**src/rtl/csa_pkg.sv**
```systemverilog
package csa_pkg;
  // Carry-out of one cell for a given incoming carry
  function automatic logic cell_cout(input logic a, input logic b, input logic cin);
    return cin ? (a | b) : (a & b);
  endfunction

  function automatic logic cell_sum(input logic a, input logic b, input logic cin);
    return a ^ b ^ cin;
  endfunction

  // Counter step operand: +1 or all ones (-1)
  function automatic logic [63:0] step_operand(input logic up);
    return up ? 64'd1 : {64{1'b1}};
  endfunction
endpackage

```
**src/rtl/csa_cell.sv**
```systemverilog
module csa_cell
  import csa_pkg::*;
(
  input  logic a,
  input  logic b,
  input  logic sub,
  input  logic c0_in,
  input  logic c1_in,
  output logic s0,
  output logic s1,
  output logic c0_out,
  output logic c1_out
);
  logic b_eff;
  assign b_eff  = b ^ sub;
  assign s0     = cell_sum(a, b_eff, c0_in);
  assign s1     = cell_sum(a, b_eff, c1_in);
  assign c0_out = cell_cout(a, b_eff, c0_in);
  assign c1_out = cell_cout(a, b_eff, c1_in);
endmodule

```
**src/rtl/csa_chain.sv**
```systemverilog
module csa_chain #(
  parameter int WIDTH = 10
) (
  input  logic [WIDTH-1:0] op_a,
  input  logic [WIDTH-1:0] op_b,
  input  logic             sub,
  input  logic             cin,
  output logic [WIDTH-1:0] sum,
  output logic             cout
);
  logic [WIDTH:0]   c0;
  logic [WIDTH:0]   c1;
  logic [WIDTH-1:0] s0;
  logic [WIDTH-1:0] s1;

  // subtract select enters as first-cell carry; chain 1 assumes the opposite
  assign c0[0] = sub;
  assign c1[0] = ~sub;

  for (genvar i = 0; i < WIDTH; i++) begin : g_cell
    csa_cell u_cell (
      .a      (op_a[i]),
      .b      (op_b[i]),
      .sub    (sub),
      .c0_in  (c0[i]),
      .c1_in  (c1[i]),
      .s0     (s0[i]),
      .s1     (s1[i]),
      .c0_out (c0[i+1]),
      .c1_out (c1[i+1])
    );
  end

  assign sum  = cin ? s1 : s0;
  assign cout = cin ? c1[WIDTH] : c0[WIDTH];
endmodule

```
**src/rtl/csa_opsel.sv**
```systemverilog
module csa_opsel
  import csa_pkg::*;
#(
  parameter int WIDTH = 10
) (
  input  logic [WIDTH-1:0] a_in,
  input  logic [WIDTH-1:0] b_in,
  input  logic [WIDTH-1:0] fb_q,
  input  logic             sub_sel,
  input  logic             grp_cin,
  input  logic             cnt_en,
  input  logic             cnt_up,
  output logic [WIDTH-1:0] op_a,
  output logic [WIDTH-1:0] op_b,
  output logic             sub_eff,
  output logic             cin_eff
);
  logic [63:0] step;
  assign step    = step_operand(cnt_up);
  assign op_a    = cnt_en ? fb_q : a_in;
  assign op_b    = cnt_en ? step[WIDTH-1:0] : b_in;
  assign sub_eff = cnt_en ? 1'b0 : sub_sel;
  assign cin_eff = cnt_en ? 1'b0 : grp_cin;
endmodule

```
**src/rtl/csa_arith_row.sv**
```systemverilog
module csa_arith_row #(
  parameter int WIDTH = 10
) (
  input  logic             clk,
  input  logic             rst_n,
  input  logic [WIDTH-1:0] a_in,
  input  logic [WIDTH-1:0] b_in,
  input  logic             sub_sel,
  input  logic             grp_cin,
  input  logic             clk_en,
  input  logic             cnt_en,
  input  logic             cnt_up,
  input  logic             sync_clr,
  input  logic             sync_ld,
  input  logic [WIDTH-1:0] ld_data,
  output logic [WIDTH-1:0] sum_q,
  output logic [WIDTH-1:0] sum_comb,
  output logic             carry_out
);
  localparam int W1 = WIDTH + 1;

  logic [WIDTH-1:0] op_a;
  logic [WIDTH-1:0] op_b;
  logic             sub_eff;
  logic             cin_eff;

  // named update events
  logic upd_clr;
  logic upd_load;
  logic upd_arith;

  csa_opsel #(.WIDTH(WIDTH)) u_opsel (
    .a_in    (a_in),
    .b_in    (b_in),
    .fb_q    (sum_q),
    .sub_sel (sub_sel),
    .grp_cin (grp_cin),
    .cnt_en  (cnt_en),
    .cnt_up  (cnt_up),
    .op_a    (op_a),
    .op_b    (op_b),
    .sub_eff (sub_eff),
    .cin_eff (cin_eff)
  );

  csa_chain #(.WIDTH(WIDTH)) u_chain (
    .op_a (op_a),
    .op_b (op_b),
    .sub  (sub_eff),
    .cin  (cin_eff),
    .sum  (sum_comb),
    .cout (carry_out)
  );

  assign upd_clr   = clk_en & sync_clr;
  assign upd_load  = clk_en & ~sync_clr & sync_ld;
  assign upd_arith = clk_en & ~sync_clr & ~sync_ld;

  always_ff @(posedge clk or negedge rst_n) begin
    if (!rst_n)         sum_q <= '0;
    else if (upd_clr)   sum_q <= '0;
    else if (upd_load)  sum_q <= ld_data;
    else if (upd_arith) sum_q <= sum_comb;
  end

  // ---------------- assertions ----------------
  p_add_r1: assert property (@(posedge clk) disable iff (!rst_n)
    (!cnt_en && !sub_sel) |->
      ({carry_out, sum_comb} == (W1'(a_in) + W1'(b_in) + W1'(grp_cin))));

  p_sub_r2: assert property (@(posedge clk) disable iff (!rst_n)
    (!cnt_en && sub_sel) |->
      (carry_out == (W1'(a_in) >= (W1'(b_in) + W1'(grp_cin)))));

  p_hold_r4: assert property (@(posedge clk) disable iff (!rst_n)
    !clk_en |=> $stable(sum_q));

  p_clear_r5: assert property (@(posedge clk) disable iff (!rst_n)
    (clk_en && sync_clr) |=> (sum_q == '0));

  p_load_r6: assert property (@(posedge clk) disable iff (!rst_n)
    (clk_en && !sync_clr && sync_ld) |=> (sum_q == $past(ld_data)));

  p_count_up_r7: assert property (@(posedge clk) disable iff (!rst_n)
    (clk_en && !sync_clr && !sync_ld && cnt_en && cnt_up) |=>
      (sum_q == WIDTH'($past(sum_q) + 1'b1)));

  p_count_dn_r8: assert property (@(posedge clk) disable iff (!rst_n)
    (clk_en && !sync_clr && !sync_ld && cnt_en && !cnt_up) |=>
      (sum_q == WIDTH'($past(sum_q) - 1'b1)));

  p_onehot_upd_r3: assert property (@(posedge clk) disable iff (!rst_n)
    $onehot0({upd_clr, upd_load, upd_arith}));
endmodule

```
**config.mk**
```make
export PLATFORM = sky130hd
export DESIGN_NAME = csa_arith_row
export DESIGN_NICKNAME = d
export VERILOG_FILES = /design/src/rtl/csa_pkg.sv /design/src/rtl/csa_cell.sv /design/src/rtl/csa_chain.sv /design/src/rtl/csa_opsel.sv /design/src/rtl/csa_arith_row.sv
export SDC_FILE = /design/constraint.sdc
export NUM_CORES = 1
export LEC_CHECK = 0
export BUFFER_PORTS_ARGS = -buffer_cell sky130_fd_sc_hd__buf_2
export CELL_PAD_IN_SITES_DETAIL_PLACEMENT = 1
export CELL_PAD_IN_SITES_GLOBAL_PLACEMENT = 1
export CORE_MARGIN = 8
export CORE_UTILIZATION = 30
export CTS_CLUSTER_SIZE = 25
export DETAILED_ROUTE_END_ITERATION = 12
export GPL_ROUTABILITY_DRIVEN = 0
export PLACE_DENSITY_LB_ADDON = 0.1
export SETUP_SLACK_MARGIN = 0.2
export SLEW_MARGIN = 0
export SYNTH_ARGS = -nofsm -noshare
export SYNTH_HDL_FRONTEND = slang
export SYNTH_HIERARCHICAL = 1
export SYNTH_SLANG_ARGS = --single-unit
```
**constraint.sdc**
```tcl
create_clock -name clk -period 8.59 [get_ports clk]
set_clock_uncertainty 0.15 [all_clocks]
set_input_delay 1.2885 -clock clk [delete_from_list [all_inputs] [get_ports clk]]
set_output_delay 1.2885 -clock clk [all_outputs]
set_load 0.005 [all_outputs]
```
==> impl_metrics.env <==
export IMPL_outcome="finished clean"
export IMPL_cts_made_buffers=3
export IMPL_finalSetupViolCount=0
export IMPL_drtPass1Iterations=4
export IMPL_crit_path_max_fanout=15
export IMPL_synth_edf_count=0
export IMPL_dieWidth_um=91.2
export IMPL_fillCellCount=693
export IMPL_drt_iter0_drc=28
export IMPL_ctsHoldBuffers=0
export IMPL_clockRootBuffer="clkbuf_8"
export IMPL_synth_seq_cells=10
export IMPL_switchingPower_mw=0.153
export IMPL_gr_total_overflow=0
export IMPL_grt_pass1_wl_mm=8.57
export IMPL_period_needed_ns=7.32
export IMPL_syn_area_per_cell_um2=8.75
export IMPL_clock_fmax_mhz=137
export IMPL_largest_reg_flops=10
export IMPL_drc=0
export IMPL_h_tree_depth=1
export IMPL_yosysSeqAreaShare=0.147
export IMPL_drive_gt1_frac=0.348
export IMPL_holdCritPathClass="flip-flop to flip-flop"
export IMPL_multi_input_area_um2=1220
export IMPL_ios=60
export IMPL_pwr_share_seq=0.166
export IMPL_grt_antenna_before_repair=0
export IMPL_cts_resized=0
export IMPL_netlist_area_leader_share=0.155
export IMPL_start_kind="primary input"
export IMPL_cp_end_kind="output pin"
export IMPL_diodes=0
export IMPL_cts_tree="done"
export IMPL_arrival_ns=5.88
export IMPL_grtUsageTotal=0.125
export IMPL_ant_nets=0
export IMPL_dieArea_um2=8320
export IMPL_synth_most_common_cell="inv_1"
export IMPL_synthArstFlopShare=1.00
export IMPL_wl_mm=5.10
export IMPL_cp_required_ns=7.15
export IMPL_syn_nets=253
export IMPL_hold_viol_final=0
export IMPL_sw_frac_of_total=0.407
export IMPL_via_count=1442
export IMPL_row_count=27
export IMPL_slew_violations=0
export IMPL_synthCells=194
export IMPL_reg_top3="sum_q: 10 flops"
export IMPL_routedWlPerCell_um=15.7
export IMPL_combPwrFrac=0.694
export IMPL_syn_to_final_growth_pct=23.6
export IMPL_clk_pin_slew_ns=0.06
export IMPL_maxCapViolCount=0
export IMPL_worstMarginPinSlew_ns=0.578
export IMPL_insertion_delay_ns=0.24
export IMPL_finalSetupTns_ns=0
export IMPL_hpwl_mm=4.06
export IMPL_die_h_um=91.2
export IMPL_portBuffers=59
export IMPL_grt_setup_unrepaired="false"
export IMPL_syn_area_um2=1700
export IMPL_grt_pass1_vias=1654
export IMPL_synth_main_ff_cell="dfrtp_1"
export IMPL_vias_per_cell=4.44
export IMPL_top_register="sum_q"
export IMPL_register_area_um2=250
export IMPL_min_period_over_period=0.853
export IMPL_internal_power_mw=0.223
export IMPL_synth_area_leaders="xor2_1, dfrtp_1, ha_1"
export IMPL_p_leak_nw=1.20
export IMPL_grt_max_degree=16
export IMPL_clockBufferDepth=2
export IMPL_clkPwrFrac=0.140
export IMPL_finalWorstSetupSlack_ns=1.27
export IMPL_yosysWarnings=6
export IMPL_initial_core_util=0.310
export IMPL_ys_top_cells_by_count="inv_1, xor2_1, mux2i_1, ha_1, mux2_2"
export IMPL_total_power_mw=0.376
export IMPL_ir_drop_v=0.0000671
export IMPL_p_per_area_nw_per_um2=179
export IMPL_pre_cts_ws_ns=1.23
export IMPL_synth_cell_types=18
export IMPL_fin_nets=314
export IMPL_synth_largest_area_cell="xor2_1"
export IMPL_cts_sinks=10
export IMPL_postCtsSetupBuffers=0
export IMPL_path_class="primary input to output pin"
export IMPL_slew_headroom=0.615
export IMPL_core_um2=5470
cell families after synthesis:
kind of cell / share of synthesized area
adders and majority gates: 0.147
xor gates and xnor gates: 0.155
DFF: 0.147
and+or+nand+nor: 0.0332
muxes: 0.303
AOI/OAI and AO/OA: 0.0811
buffers and inverters: 0.133
path summary, 6_finish.rpt:
kind	start	to	depth (start not counted)	slack, ns
setup / recovery	cnt_en	sum_comb[9]	20	1.27
hold / removal	sum_q[3]	sum_q[3]	2	0.39
setup reg to reg	sum_q[0]	sum_q[9]	18	3.94
hold reg to reg	sum_q[3]	sum_q[3]	2	0.39
max in group asynchronous	rst_n	sum_q[5]	1	7.26
min in group asynchronous	rst_n	sum_q[3]	1	0.79
placed cells by master, fill, tap and decap left out:
cell,instances
buf_2,59
inv_1,47
xor2_1,30
mux2i_1,24
ha_1,20
mux2_2,11
o22ai_1,10
dfrtp_1,10
mux2_4,10
o21ai_0,9
nor2_1,6
a21oi_1,6
clkbuf_8,3
buf_4,3
nor2b_1,2
nand2b_1,1
nand2b_2,1
or2_2,1
final cells by class:
cell class,count,share of cell area
flip-flops and latches,10,0.119
well taps,72,0.0430
inverters,47,0.0841
multi-input cells,131,0.582
clock buffers,3,0.0197
repair buffers,62,0.152
power by group through the flow:
stage | sequential (mW) | combinational, mW | clock (mW)
floorplan | 0.0630 | 0.185 | 0
global placement | 0.0636 | 0.262 | 0
detailed placement | 0.0634 | 0.264 | 0
CTS | 0.0628 | 0.266 | 0.0554
global route | 0.0641 | 0.294 | 0.0568
finish | 0.0625 | 0.261 | 0.0526
through the flow:
stage | hold slack (ns) | cells | area, um2 | util
3_3_place_gp | 0.383 | 322 | 2060 | 0.376
2_1_floorplan | 0.387 | 194 | 1700 | -
4_1_cts | 0.394 | 325 | 2100 | 0.383
6_report | 0.391 | 325 | 2100 | 0.383
3_5_place_dp | 0.385 | 322 | 2060 | 0.376
5_1_grt | 0.421 | 325 | 2100 | 0.383
metal layers:
layer	wire length (um)	up-vias	part of all wire	track usage
met4	10	0	0.0020	0.0205
met1	2680	663	0.52	0.172
li1	-	740	-	-
met3	217	2	0.043	0.0280
met2	2200	37	0.43	0.196
met5	0	-	0	0
critical path: stages:
cell     delay [ns]
buf_2          0.20
buf_4          0.22
nor2b_1        0.21
xor2_1         0.23
inv_1          0.07
ha_1           0.19
a21oi_1        0.29
nor2_1         0.09
a21oi_1        0.25
nor2_1         0.08
a21oi_1        0.25
mux2i_1        0.34
mux2i_1        0.34
mux2i_1        0.33
mux2i_1        0.32
mux2i_1        0.34
mux2i_1        0.33
xor2_1         0.11
mux2_4         0.27
buf_2          0.13
Power figures use the tool's default switching activity.
